--- config.mk ---
export PLATFORM = sky130hd
export DESIGN_NAME = lwm_writemask
export DESIGN_NICKNAME = d
export VERILOG_FILES = /design/src/rtl/lwm_pkg.sv /design/src/rtl/lwm_lane_count.sv /design/src/rtl/lwm_mask_core.sv /design/src/rtl/lwm_writemask.sv
export SDC_FILE = /design/constraint.sdc
export NUM_CORES = 1
export LEC_CHECK = 0
export ABC_AREA = 0
export BUFFER_PORTS_ARGS = -buffer_cell sky130_fd_sc_hd__buf_2
export CAP_MARGIN = 20
export CORE_MARGIN = 2
export CORE_UTILIZATION = 40
export CTS_CLUSTER_DIAMETER = 120
export DETAILED_ROUTE_END_ITERATION = 12
export PLACE_DENSITY = 0.69
export SLEW_MARGIN = 20
export SYNTH_ARGS = -nofsm -noshare
export SYNTH_HDL_FRONTEND = slang
export SYNTH_HIERARCHICAL = 1
export SYNTH_SLANG_ARGS = --single-unit
--- constraint.sdc ---
create_clock -name clk -period 0.8 [get_ports clk]
set_clock_uncertainty 0.2 [all_clocks]
set_input_delay 0.12 -clock clk [delete_from_list [all_inputs] [get_ports clk]]
set_output_delay 0.12 -clock clk [all_outputs]
set_load 0.1 [all_outputs]
--- src/rtl/lwm_pkg.sv ---
package lwm_pkg;

    typedef enum logic [1:0] {
        MSK_PARITY = 2'd0,
        MSK_SINGLE = 2'd1,
        MSK_LEAD   = 2'd2,
        MSK_TRAIL  = 2'd3
    } msk_mode_e;

    typedef enum logic [1:0] {
        ESZ_64   = 2'd0,
        ESZ_32   = 2'd1,
        ESZ_16   = 2'd2,
        ESZ_RSVD = 2'd3
    } elem_sz_e;

endpackage

--- src/rtl/lwm_lane_count.sv ---
module lwm_lane_count
    import lwm_pkg::*;
#(
    parameter int MAX_LANES = 32,
    parameter int LCW       = $clog2(MAX_LANES + 1)
) (
    input  elem_sz_e              esz,
    output logic [LCW-1:0]        lanes,
    output logic [MAX_LANES-1:0]  lane_full
);

    logic [1:0] shift;

    always_comb begin
        unique case (esz)
            ESZ_16:   shift = 2'd0;
            ESZ_32:   shift = 2'd1;
            ESZ_64:   shift = 2'd2;
            ESZ_RSVD: shift = 2'd2;
        endcase
        lanes = LCW'(MAX_LANES) >> shift;
    end

    for (genvar i = 0; i < MAX_LANES; i++) begin : g_full
        assign lane_full[i] = (LCW'(i) < lanes);
    end

endmodule

--- src/rtl/lwm_mask_core.sv ---
module lwm_mask_core
    import lwm_pkg::*;
#(
    parameter int MAX_LANES = 32,
    parameter int LCW       = $clog2(MAX_LANES + 1),
    parameter int VW        = 5
) (
    input  msk_mode_e             mode,
    input  logic [VW-1:0]         val,
    input  logic [LCW-1:0]        lanes,
    output logic [MAX_LANES-1:0]  mask
);

    localparam int CW = ((LCW > VW) ? LCW : VW) + 1;

    logic [CW-1:0] val_w;
    logic [CW-1:0] lanes_w;
    logic [CW-1:0] trail_base;
    logic          count_all;

    always_comb begin
        val_w      = CW'(val);
        lanes_w    = CW'(lanes);
        count_all  = (val_w == '0) || (val_w >= lanes_w);
        trail_base = lanes_w - val_w;
    end

    for (genvar i = 0; i < MAX_LANES; i++) begin : g_lane
        logic hit;
        always_comb begin
            unique case (mode)
                MSK_PARITY: hit = (val_w == CW'(0))
                               || ((val_w == CW'(1)) && ((i % 2) == 1))
                               || ((val_w == CW'(2)) && ((i % 2) == 0));
                MSK_SINGLE: hit = (CW'(i) == val_w);
                MSK_LEAD:   hit = count_all || (CW'(i) < val_w);
                MSK_TRAIL:  hit = count_all || (CW'(i) >= trail_base);
            endcase
            mask[i] = hit && (CW'(i) < lanes_w);
        end
    end

endmodule

--- src/rtl/lwm_writemask.sv ---
module lwm_writemask
    import lwm_pkg::*;
#(
    parameter int VEC_BYTES     = 64,
    parameter int MIN_ELEM_BITS = 16,
    parameter int VW            = 5,
    parameter bit OUT_REG       = 1'b1
) (
    input  logic        clk,
    input  logic        rst_n,
    input  logic [63:0] op_word,
    input  logic [1:0]  elem_sz,
    output logic [31:0] x_lane_en,
    output logic [31:0] y_lane_en
);

    localparam int MAX_LANES = VEC_BYTES * 8 / MIN_ELEM_BITS;
    localparam int LCW       = $clog2(MAX_LANES + 1);

    logic                 vec_mode;
    msk_mode_e            x_mode, y_mode_raw, y_mode;
    logic [VW-1:0]        x_val, y_val_raw, y_val;
    logic [LCW-1:0]       lanes;
    logic [MAX_LANES-1:0] lane_full;
    logic [MAX_LANES-1:0] x_nxt, y_nxt;
    logic                 unused_bits;

    assign vec_mode    = op_word[63];
    assign x_mode      = msk_mode_e'(op_word[47:46]);
    assign x_val       = op_word[45:41];
    assign y_mode_raw  = msk_mode_e'(op_word[38:37]);
    assign y_val_raw   = op_word[36:32];
    assign unused_bits = ^{op_word[62:48], op_word[40:39], op_word[31:0]};

    // Vector mode: steer Y to a leading count of zero, i.e. all lanes.
    assign y_mode = vec_mode ? MSK_LEAD : y_mode_raw;
    assign y_val  = vec_mode ? '0 : y_val_raw;

    lwm_lane_count #(.MAX_LANES(MAX_LANES), .LCW(LCW)) u_cnt (
        .esz       (elem_sz_e'(elem_sz)),
        .lanes     (lanes),
        .lane_full (lane_full)
    );

    lwm_mask_core #(.MAX_LANES(MAX_LANES), .LCW(LCW), .VW(VW)) u_xcore (
        .mode  (x_mode),
        .val   (x_val),
        .lanes (lanes),
        .mask  (x_nxt)
    );

    lwm_mask_core #(.MAX_LANES(MAX_LANES), .LCW(LCW), .VW(VW)) u_ycore (
        .mode  (y_mode),
        .val   (y_val),
        .lanes (lanes),
        .mask  (y_nxt)
    );

    if (OUT_REG) begin : g_reg
        always_ff @(posedge clk or negedge rst_n) begin
            if (!rst_n) begin
                x_lane_en <= '0;
                y_lane_en <= '0;
            end else begin
                x_lane_en <= 32'(x_nxt);
                y_lane_en <= 32'(y_nxt);
            end
        end

        assert_latency_R10: assert property (@(posedge clk) disable iff (!rst_n)
            1'b1 |=> (x_lane_en == 32'($past(x_nxt))) && (y_lane_en == 32'($past(y_nxt))));
    end else begin : g_comb
        assign x_lane_en = 32'(x_nxt);
        assign y_lane_en = 32'(y_nxt);
    end

    assert_high_clear_R7: assert property (@(posedge clk) disable iff (!rst_n)
        ((x_nxt & ~lane_full) == '0) && ((y_nxt & ~lane_full) == '0));

    assert_vector_y_full_R9: assert property (@(posedge clk) disable iff (!rst_n)
        vec_mode |-> (y_nxt == lane_full));

    assert_single_onehot_R3: assert property (@(posedge clk) disable iff (!rst_n)
        (x_mode == MSK_SINGLE) |-> $onehot0(x_nxt));

    assert_parity_none_R2: assert property (@(posedge clk) disable iff (!rst_n)
        ((x_mode == MSK_PARITY) && (x_val > VW'(2))) |-> (x_nxt == '0));

    assert_count_sat_R6: assert property (@(posedge clk) disable iff (!rst_n)
        (((x_mode == MSK_LEAD) || (x_mode == MSK_TRAIL)) && (LCW'(x_val) >= lanes))
            |-> (x_nxt == lane_full));

endmodule

== After elaboration in Yosys (flattened, before gate mapping) ==
Index checks and enable logic that the tools add are counted.

* Word-level logic and storage cells: 515
* Bits of input ports: 68
* Output and inout port bits: 64
* Register bits after elaboration: 64

* Add/sub/neg operators: 2
* Shift operators: 1
* $lt $le $gt $ge: 162
* Equality and inequality tests: 75
* Mux-type cells: 67
* Reductions and logical operators: 206

{| class="wikitable"
|+ Operator list
! cell !! count
|-
| case mux 1 bit (4 select lines) || 64
|-
| greater-or-equal comparator 5 x 7 -> 1 bit, first input constant || 32
|-
| equality test 5 bit, first input constant || 32
|-
| < comparator 5 bit, first input constant || 32
|-
| logical OR 1 bit || 134
|-
| greater-or-equal comparator 4 x 7 -> 1 bit, first input constant || 16
|-
| < comparator 5 x 6 -> 1 bit, first input constant || 16
|-
| equality test 4 x 5 -> 1 bit, first input constant || 16
|-
| < comparator 4 x 5 -> 1 bit, first input constant || 16
|-
| logical AND 1 bit || 64
|-
| greater-or-equal comparator 3 x 7 -> 1 bit, first input constant || 8
|-
| < comparator 4 x 6 -> 1 bit, first input constant || 8
|-
| equality test 3 x 5 -> 1 bit, first input constant || 8
|-
| < comparator 3 x 5 -> 1 bit, first input constant || 8
|-
| greater-or-equal comparator 1 x 7 -> 1 bit, first input constant || 4
|-
| greater-or-equal comparator 2 x 7 -> 1 bit, first input constant || 4
|-
| < comparator 3 x 6 -> 1 bit, first input constant || 4
|-
| equality test 2 x 5 -> 1 bit, first input constant || 4
|-
| < comparator 1 x 5 -> 1 bit, first input constant || 4
|-
| < comparator 2 x 5 -> 1 bit, first input constant || 4
|-
| zero test 7 bit || 2
|-
| subtractor 6 x 5 -> 7 bit || 2
|-
| equality test 2 bit, second input constant || 6
|-
| greater-or-equal comparator 5 x 6 -> 1 bit || 2
|-
| other kinds (13) || 23
|}

== Longest topological paths before layout ==
Gate-level depths: netlist (run 1).

* Depth in word-level cells: 9
* Mapped depth: 13
* Gate-level depth less buffers: 10

== Modules after synthesis ==
Netlist (run 1), hierarchy kept.

{| class="wikitable"
|+ Modules (own cells, without submodules)
! module !! area an instance (um^2) !! seq. area each (um^2) !! instances !! cells each
|-
| lwm_mask_core at u_xcore || 2,093.3 || 0.0 || 1 || 352
|-
| lwm_mask_core at u_ycore || 1,981.9 || 0.0 || 1 || 346
|-
| lwm_writemask || 1,660.3 || 1,601.5 || 1 || 71
|-
| lwm_lane_count || 306.5 || 0.0 || 1 || 42
|}

== Worst setup path after synthesis (run 1) ==
No wires, ideal clock.

* Kind: input to register
* Start point: input elem_sz[0]
* End point: register y_lane_en[1]
* Slack: -2,096 ps
* Buffers on the path: 2
* Library setup time: 119 ps
* Data required time: 481 ps
* Cell stages on the path: 12
* Arrival: 2,577 ps
* Path through: inv_1 -> ha_1 -> and2_1 -> ha_1 -> nor2_1 -> a211oi_2 -> a211oi_1 -> nor3_2 -> buf_2 -> buf_6 -> a31oi_1 -> nor2_1

* Word-level cells in the longest chain between the ends: 9
* Elaborated cells on any way between the ends: 16
* Those cells by class: add/sub: 1; order compare: 3; eq/ne: 3; shift: 1; mux: 2; reduce/logical: 6

{| class="wikitable"
|+ Ends and longest elaborated chain
! item !! line !! RTL
|-
| start, declared || lwm_writemask.sv:12 || <nowiki>input logic [1:0] elem_sz,</nowiki>
|-
| equality test 2 bit / zero test 2 bit (equally long branches) || lwm_lane_count.sv:15 || <nowiki>unique case (esz)</nowiki>
|-
| OR reduction 2 bit (no line) || -- ||
|-
| case mux 2 bit (3 select lines) * || lwm_lane_count.sv:15 ||
|-
| >> shifter 6 x 2 -> 6 bit * || lwm_lane_count.sv:21 || <nowiki>lanes = LCW'(MAX_LANES) >> shift;</nowiki>
|-
| net lanes[3] || lwm_writemask.sv:23 || <nowiki>logic [LCW-1:0] lanes;</nowiki>
|-
| subtractor 6 x 5 -> 7 bit / greater-or-equal comparator 5 x 6 -> 1 bit (equally long branches) || lwm_mask_core.sv:25, lwm_mask_core.sv:24 ||
|-
| greater-or-equal comparator 1 x 7 -> 1 bit / logical OR 1 bit (equally long branches) || lwm_mask_core.sv:37, lwm_mask_core.sv:24 ||
|-
| logical OR 1 bit, on equally long branches || lwm_mask_core.sv:37, lwm_mask_core.sv:36 ||
|-
| case mux 1 bit (4 select lines) || lwm_mask_core.sv:31 || <nowiki>unique case (mode)</nowiki>
|-
| logical AND 1 bit * || lwm_mask_core.sv:39 || <nowiki>mask[i] = hit && (CW'(i) < lanes_w);</nowiki>
|-
| net y_nxt[1] || lwm_writemask.sv:25 || <nowiki>logic [MAX_LANES-1:0] x_nxt, y_nxt;</nowiki>
|-
| end signal, assigned || lwm_writemask.sv:66 || <nowiki>y_lane_en <= 32'(y_nxt);</nowiki>
|-
| end, declared || lwm_writemask.sv:14 || <nowiki>output logic [31:0] y_lane_en</nowiki>
|}

The timed path passes the listed nets; every way through them passes the cells marked *.

== Worst setup path after layout (run 1) ==
* Start point: input op_word[63]
* End point: register y_lane_en[25]

* Word-level cells in the longest chain between the ends: 6
* Elaborated cells on any way between the ends: 20
* Those cells by class: add/sub: 1; order compare: 3; eq/ne: 5; mux: 3; reduce/logical: 8

{| class="wikitable"
|+ Ends and longest elaborated chain
! item !! line !! RTL
|-
| start, declared || lwm_writemask.sv:11 || <nowiki>input logic [63:0] op_word,</nowiki>
|-
| two-way mux 5 bit * || lwm_writemask.sv:37 || <nowiki>assign y_val = vec_mode ? '0 : y_val_raw;</nowiki>
|-
| net y_val[0] || lwm_writemask.sv:22 || <nowiki>logic [VW-1:0] x_val, y_val_raw, y_val;</nowiki>
|-
| subtractor 6 x 5 -> 7 bit (tied with other cells) || lwm_mask_core.sv:25 || <nowiki>trail_base = lanes_w - val_w;</nowiki>
|-
| greater-or-equal comparator 5 x 7 -> 1 bit / logical OR 1 bit (equally long branches) || lwm_mask_core.sv:37, lwm_mask_core.sv:24 ||
|-
| logical OR 1 bit, on equally long branches || lwm_mask_core.sv:37, lwm_mask_core.sv:36 ||
|-
| case mux 1 bit (4 select lines) * || lwm_mask_core.sv:31 ||
|-
| logical AND 1 bit * || lwm_mask_core.sv:39 ||
|-
| net y_nxt[25] || lwm_writemask.sv:25 ||
|}

Marked as above.

==> run_results.csv, run 1 <==
group,metric,value,unit
cts,htree_num_levels,3,
finish,multiInputGateArea,0.00478,sq mm
detailed_routing,wl_per_cell,22.8,um
grt,grt.met3_usage,6.06,%
cts,cts_buffers,9,
floorplan,row_count,44,
finish,syn_to_final_growth,87.7,%
pwr,ir_drop,1110,uV
sta,tns,-124.08,ns
floorplan,dieArea,0.0155,sq mm
sta,worstMarginPinSlew,0.496,ns
grt,use_met1,43.1,%
detailed_routing,viasPerCell,6.37,
setup_path,critical_path_class,"in2reg",
setup_path,crit_path_end_kind,"flip-flop",
finish,n_antenna_cell,0,
detailed_routing,drt_iter0_drc,1357,
sta,max_slew_margin,66.8,%
yosys,postSynthCellCount,779,
sta,setup_slack,-1.55,ns
min_path,hold_class,"in2reg",
cts,cts_buffer_depth,2,
cts,cts_root_buf,"clkbuf_16",
placement,hpwl,20000,um
floorplan,die_width,125,um
detailed_routing,dr.pass1.iters,6,
pwr,total_power,20.4,mW
pwr,p_per_area,1870,mW/mm^2
placement,io_buffers,82,
floorplan,coreArea,0.0144,sq mm
floorplan,fp.dieH,125,um
grt,antenna_found_initial,0,
grt,grt_pass1_vias,7619,
run_status,violations,"negative setup slack",
setup_path,crit_arrival,2.38,ns
detailed_routing,drt_drc_violations_left,0,
yosys,netlist_area,0.00581,sq mm
grt,grt_overflow,0,
finish,fin_nets,1161,
yosys,synth.avg_cell_area,7.46,sq um
detailed_routing,ant_nets,0,
pwr,leakagePower,4.30,nW
placement,routabilityCongestion,1.02,
sta,hold_viol_final,0,
grt,grt_pass1_wl,43000,um
cts,clkSinkCount,64,
sta,slew_violations,0,
sta,setup_viol,128,
floorplan,io_pins,132,
setup_path,start_kind,"input pin",
grt,use_met2,59.2,%
sta,fmax,426,MHz
sta,rsz0062_at_grt,"true",
run_status,outcome,"finished with violations",
setup_path,critical_path_required,0.83,ns
setup_path,cp_max_fo,8,
grt,grt_usage,35.2,%
cts,path_clk_slew,0.07,ns
yosys,ys_warn_count,6,
finish,seqCellArea,0.00184,sq mm
run,cap_violations,0,
grt,busiest_layer,"met2",
floorplan,start_util,40.5,%
finish,drive_gt1_share,54.9,%
cts,cts_tree,"yes",
detailed_routing,routed_wl,28900,um
grt,grt_max_degree,35,
detailed_routing,num_vias,8065,
sta,min_period,2.35,ns
finish,fill_cells,972,
sta,fin_crit_sh,293,%
-- layout make-up --
class	count	area share, %
multi-input combinational	631	43.8
timing repair buffer	349	33.7
clock inverter	6	0.562
clock buffer	9	2.06
inverter	23	0.917
tap	184	2.11
sequential	64	16.9
-- repair_timing --
action / CTS / global route
cloned: 2 / 2
endpoints found under the hold margin: 64 / 0
buffers inserted: 30 / 22
pin swaps: 55 / 48
hold buffers: 1 / 0
gates resized for setup: 115 / 70
endpoints found under the setup margin: 128 / 128
-- critical path, stage by stage --
cell,delay [ns]
buf_6,0.09
and2b_2,0.23
ha_4,0.14
inv_2,0.04
fa_2,0.39
a21o_1,0.21
buf_6,0.13
a211oi_4,0.25
nor3_2,0.08
buf_6,0.15
a2111o_1,0.41
o221a_2,0.13
-- stage by stage --
| step | cell area [sq um] | hold slack, ns | utilization [%] | worst slack [ns] | std cells |
|---|---|---|---|---|---|
| 2_1_floorplan | 6330 | -0.376 | - | -1.74 | 780 |
| 3_3_place_gp | 9390 | -0.0759 | 65.3 | -2.14 | 1205 |
| 3_5_place_dp | 9390 | -0.0715 | 65.3 | -2.09 | 1205 |
| 4_1_cts | 10500 | 0.0421 | 72.8 | -1.52 | 1246 |
| 5_1_grt | 10900 | 0.0812 | 75.9 | -1.59 | 1266 |
| 6_report | 10900 | 0.0582 | 75.9 | -1.55 | 1266 |
-- report_power, final --
group          internal [mW]  switching (mW)  leakage, nW
combinational           4.98            7.32         3.42
clock                   2.38            1.49        0.141
sequential              3.85           0.340        0.733
-- cells in the final DEF, fill, tap and decap left out, drive strengths merged, types with 6 or more instances in the layout --
cell type / n
buf: 348
o21ai: 92
nor2: 85
nand2: 72
a21oi: 67
dfrtp: 64
a31oi: 41
nand3: 33
nor3: 25
inv: 20
ha: 13
a211oi: 12
a41oi: 11
a32oi: 11
nand2b: 10
or3: 10
o22ai: 10
clkbuf: 9
nand4: 9
nor2b: 9
a221oi: 8
o31ai: 8
o21a: 7
or2: 7
nor4: 7
clkinv: 7
and2b: 6
o211ai: 6
a21o: 6
o41ai: 6
-- flip-flops by register name, indices dropped and copies added (netlist names) --
signal and flops:
x_lane_en 32, y_lane_en 32
-- worst paths after layout --
path / startpoint / to / slack, ns / cells after the start
min in group asynchronous: rst_n / y_lane_en[24] / 0.09 / 3
setup / recovery: op_word[63] / y_lane_en[25] / -1.55 / 12
max in group asynchronous: rst_n / x_lane_en[0] / 0.06 / 3
hold / removal: op_word[46] / x_lane_en[0] / 0.06 / 3
-- layer usage --
| layer | vias up | part of all wire (%) |
|---|---|---|
| met5 | - | 0 |
| li1 | 3503 | - |
| met2 | 628 | 48 |
| met3 | 159 | 9.3 |
| met4 | 0 | 6.3 |
| met1 | 3775 | 36 |
No activity file was read; power rests on OpenSTA's default activity.
==> inputs of run 2 (changes only) <==
- clock period: 0.8 -> 2.4 ns (I/O delays scaled with it)
==> run 2 against run 1 <==
The flow still finishes with violations (negative setup slack). Total power shrank 68%. Sequential share of layout area up 0.30 points. Via count decreased by 1.5%. Hold slack better by 0.30 ns. Clock-buffer cell count is 1 higher. Flip-flop and latch count stayed put. Final cell count shrank 3.9%. Cell area down 15%. First-iteration DRC count grew 5.4%. Sequential power is 70% lower. Non-clock buffer count fell by 48. Core utilization fell by 11 points.
==> run_results.csv, run 2 (synthesized netlist as in run 1, its figures left out) <==
group,metric,value,unit
cts,cts_buffers,9,
placement,hpwl,18800,um
detailed_routing,drt_drc_violations_left,0,
sta,setup_viol,62,
floorplan,row_count,44,
setup_path,crit_path_end_kind,"flip-flop",
floorplan,fp.dieH,125,um
sta,hold_viol_final,0,
placement,placed_area,0.00777,sq mm
detailed_routing,highest_layer,"met4",
setup_path,crit_path_max_incr_delay,0.36,ns
finish,fin_nets,1111,
detailed_routing,routed_wl,28400,um
detailed_routing,drt_iter0_drc,1430,
run_status,outcome,"finished with violations",
setup_path,critical_path_required,2.43,ns
setup_path,path_cells,"buf_12, inv_12, ha_4, and2_4, ha_4, buf_6, nor2_4, a211oi_2, a211oi_4, buf_12, nor2_4, buf_6, nand4_1, a41oi_2",
sta,worstMarginPinSlew,0.717,ns
setup_path,path_buf_inv,5,
pwr,p_comb_share,56.0,%
cts,cts_root_buf,"clkbuf_16",
setup_path,start_kind,"input pin",
setup_path,critical_path_class,"in2reg",
grt,grt_usage,33.3,%
finish,final_common_cell,"buf_4",
grt,grt_pass1_wl,40800,um
sta,fin_crit_sh,112,%
detailed_routing,viasPerCell,6.52,
finish,layout.cells.most_common_list,"buf_4 (172), buf_2 (79), nor2_1 (67)",
grt,grt_overflow,0,
floorplan,coreArea,0.0144,sq mm
finish,fill_cells,1161,
min_path,hold_class,"in2async",
grt,grt_max_degree,65,
pwr,total_power,6.43,mW
detailed_routing,ant_nets,0,
pwr,ir_drop,411,uV
run,cap_violations,0,
grt,grt_pass1_vias,7142,
cts,cts_buffer_depth,2,
setup_path,critical_path.top_delay_family,"compound AO/OA/AOI/OAI gates",
grt,antenna_found_initial,0,
cts,cts_tree,"yes",
floorplan,io_pins,132,
cts,htree_num_levels,3,
cts,path_clk_slew,0.06,ns
placement,io_buffers,82,
sta,rsz0062_at_grt,"true",
pwr,p_int,3.43,mW
finish,finalInstanceArea,0.00933,sq mm
detailed_routing,num_vias,7940,
detailed_routing,dr_wl_met2,13200,um
pwr,clockPowerShare,24.8,%
detailed_routing,wl_per_cell,23.3,um
sta,slew_violations,0,
floorplan,start_util,40.5,%
setup_path,crit_arrival,2.72,ns
finish,n_antenna_cell,0,
pwr,p_switching,2.99,mW
pwr,p_per_area,689,mW/mm^2
floorplan,dieArea,0.0155,sq mm
run_status,violations,"negative setup slack",
placement,routabilityCongestion,1.01,
setup_path,crit_slowest_cell,"a41oi_2",
finish,biggestRegsByFlops,"x_lane_en x32, y_lane_en x32",
detailed_routing,dr_wl_met3,2730,um
finish,drive_gt1_share,45.5,%
pwr,p_sw_share,46.6,%
sta,fmax,372,MHz
finish,syn_to_final_growth,60.4,%
pwr,pwr-share-seq,19.3,%
sta,setup_slack,-0.291,ns
sta,max_slew_margin,51.6,%
detailed_routing,dr.pass1.iters,7,
setup_path,cp_max_fo,6,
detailed_routing,wl_met1,10200,um
sta,min_period,2.69,ns
cts,clkSinkCount,64,
pwr,leakagePower,3.93,nW
floorplan,die_width,125,um
-- run 2: final cells by class --
class	instances	area (sq um)	share of cell area [%]
Sequential cell	64	1600	17.2
Tap cell	184	230	2.47
Timing Repair Buffer	301	2380	25.6
Multi-Input combinational cell	629	4660	49.9
Inverter	23	100	1.07
Clock inverter	6	115	1.23
Clock buffer	10	239	2.56
-- run 2: power groups by stage --
stage               logic [mW]  registers [mW]  clock network (mW)
finish                    3.60            1.24                1.59
global route              3.71            1.25                1.65
CTS                       3.16            1.24                1.60
detailed placement        2.90            1.26                   0
global placement          2.91            1.26                   0
floorplan                 1.03            2.18                   0
-- run 2: worst min-delay path, delay by kind of cell --
kind                   cells  cell delay [ns]
buffers and inverters      3             0.94
-- run 2: per-stage QoR --
step                      instances  TNS (ns)  hold slack [ns]  setup slack (ns)  util [%]
after CTS                      1186     -1.76            0.350            -0.132      60.4
after floorplan                 780    -13.76           -0.136            -0.379         -
after global routing           1217    -10.35            0.383            -0.332      64.9
after global placement         1153    -32.27            0.197            -0.708      54.1
final                          1217     -6.44            0.359            -0.291      64.9
after detailed placement       1153    -33.95            0.200            -0.696      54.1
-- run 2: final timing paths --
path / start / to / slack, ns / cells past startpoint
min in group clk: op_word[46] / x_lane_en[0] / 0.37 / 3
max in group asynchronous: rst_n / x_lane_en[18] / 1.32 / 3
worst max-delay path: elem_sz[0] / x_lane_en[21] / -0.29 / 14
worst min-delay path: rst_n / y_lane_en[8] / 0.36 / 3
-- run 2: layer usage --
metal | vias to the layer above | global-route usage [%]
li1 | 3406 | -
met4 | 0 | 19.5
met2 | 644 | 54.0
met3 | 210 | 5.71
met5 | - | 0
met1 | 3680 | 41.6
-- run 2: timing repair --
item,in CTS,in global routing
hold buffers,1,0
hold endpoints to repair,64,0
setup endpoints to repair,64,64
setup buffers,18,31
resized for setup,83,75
pin swaps,45,59
cloned,1,1
==> inputs of run 3 (changes only) <==
- ABC_CLOCK_PERIOD_IN_PS: not set -> 2400
- RECOVER_POWER: not set -> 50
==> run 3 against run 2 <==
The flow still finishes with violations (negative setup slack). Core utilization down 0.087 points. Final cell count did not move. Clock-buffer cell count did not move. First-iteration DRC count fell by 4.8%. Critical path type unchanged. Largest cell class unchanged.
==> run_results.csv, run 3 (synthesized netlist as in run 1, its figures left out) <==
group,metric,value,unit
sta,fin_crit_sh,114,%
detailed_routing,routed_wl,28200,um
finish,drive_gt1_share,45.5,%
cts,cts_tree,"yes",
placement,post-place-ws,-0.696,ns
detailed_routing,dr.pass1.iters,9,
cts,path_clk_slew,0.06,ns
sta,fmax,365,MHz
sta,setup_viol,62,
placement,hpwl,18800,um
sta,hold_ws,0.369,ns
grt,busiest_layer,"met2",
grt,use_met1,41.6,%
sta,worstMarginPinSlew,0.919,ns
min_path,hold-path-endpoint,"x_lane_en[0]",
grt,antenna_found_initial,0,
grt,grt_overflow,0,
min_path,worstHoldStart,"op_word[46]",
floorplan,io_pins,132,
finish,finalInstanceArea,0.00931,sq mm
finish,n_antenna_cell,0,
grt,grt.met3_usage,5.71,%
finish,final_core_util,64.8,%
cts,clkSinkCount,64,
pwr,leakagePower,3.92,nW
sta,min_period,2.74,ns
detailed_routing,wl_per_cell,23.2,um
floorplan,coreArea,0.0144,sq mm
finish,syn_to_final_growth,60.2,%
grt,grt_usage,33.3,%
min_path,hold_class,"in2reg",
finish,fin_nets,1111,
setup_path,crit_path_max_incr_delay,0.37,ns
detailed_routing,drt_iter0_drc,1362,
setup_path,crit_arrival,2.77,ns
floorplan,row_count,44,
setup_path,path_cells,"buf_12, inv_12, ha_4, and2_4, ha_4, buf_6, nor2_4, a211oi_2, a211oi_4, buf_12, nor2_4, buf_6, nand4_1, a41oi_2",
floorplan,die_width,125,um
placement,routabilityCongestion,1.01,
sta,setup_slack,-0.342,ns
floorplan,fp.dieH,125,um
cts,cts_root_buf,"clkbuf_16",
finish,final_common_cell,"buf_4",
sta,max_slew_margin,38.7,%
cts,htree_num_levels,3,
cts,cts_buffer_depth,2,
grt,grt_pass1_wl,40800,um
pwr,ir_drop,408,uV
detailed_routing,ant_nets,0,
detailed_routing,num_vias,7936,
grt,use_met2,54.0,%
finish,layout.cells.most_common_list,"buf_4 (172), buf_2 (79), nor2_1 (67)",
run,cap_violations,0,
floorplan,dieArea,0.0155,sq mm
setup_path,critical_path_required,2.43,ns
detailed_routing,viasPerCell,6.52,
finish,biggestRegsByFlops,"x_lane_en x32, y_lane_en x32",
pwr,p_per_area,690,mW/mm^2
sta,slew_violations,0,
cts,cts_buffers,9,
sta,rsz0062_at_grt,"true",
setup_path,start_kind,"input pin",
run_status,violations,"negative setup slack",
placement,io_buffers,82,
grt,grt_max_degree,65,
placement,placed_area,0.00777,sq mm
min_path,min_path_cells,3,
detailed_routing,drt_drc_violations_left,0,
grt,grt_pass1_vias,7142,
sta,hold_viol_final,0,
setup_path,cp_max_fo,6,
run_status,outcome,"finished with violations",
setup_path,critical_path_class,"in2reg",
setup_path,crit_path_end_kind,"flip-flop",
floorplan,start_util,40.5,%
setup_path,crit_slowest_cell,"a41oi_2",
[run 3: changes by cell type in the layout (fill, tap and decap cells not counted)]
cell	previous run	this run
buf_12	15	14
clkbuf_4	0	1
[run 3: routing by layer]
metal / vias up / share of wire, % / wire [um]
li1: 3407 / - / -
met1: 3716 / 36 / 10200
met2: 623 / 47 / 13200
met3: 190 / 9.3 / 2640
met4: 0 / 8.1 / 2280
met5: - / 0 / 0
[run 3: worst max-delay path by stage]
stage                           start             to  slack, ns  cells past startpoint
after global routing       elem_sz[0]  y_lane_en[10]      -0.33                     15
after CTS                 op_word[63]  y_lane_en[25]      -0.13                     11
after global placement     elem_sz[0]  x_lane_en[25]      -0.71                     12
final                      elem_sz[0]  x_lane_en[21]      -0.34                     14
after detailed placement   elem_sz[0]  x_lane_en[25]      -0.70                     12
after floorplan           op_word[63]  y_lane_en[25]      -0.38                     10
[run 3: repair_timing]
action / CTS / global route
endpoints found under the setup margin: 64 / 64
hold buffers: 1 / 0
gates resized for setup: 83 / 75
hold endpoints to repair: 64 / 0
setup buffers: 18 / 31
pin swaps: 45 / 59
gates cloned: 1 / 1
[run 3: critical path: cells and delay by family]
family                   cells  cell delay (ns)
buffers and inverters        5             0.54
AO/OA/AOI/OAI                3             0.72
adder cells (fa/ha/maj)      2             0.51
AND/OR/NAND/NOR              4             0.62
[run 3: stage by stage]
step	TNS (ns)	std cells	total power, mW
final	-6.44	1217	6.42
after global routing	-10.35	1217	6.60
after CTS	-1.76	1186	5.99
after detailed placement	-33.95	1153	4.16
after global placement	-32.27	1153	4.16
after floorplan	-13.76	780	3.21
[run 3: power breakdown]
part           leakage [nW]  total (mW)  switching, mW  internal [mW]
Combinational          2.92        3.59           2.41           1.18
Clock                 0.169        1.59          0.544           1.05
Sequential            0.828        1.24         0.0363           1.20
[run 3: cell type report]
cell class | instances | area, sq um
Fill cell | 1163 | 5050
Multi-Input combinational cell | 629 | 4660
Timing Repair Buffer | 301 | 2370
Sequential cell | 64 | 1600
Clock buffer | 10 | 239
Tap cell | 184 | 230
Clock inverter | 6 | 115
Inverter | 23 | 100
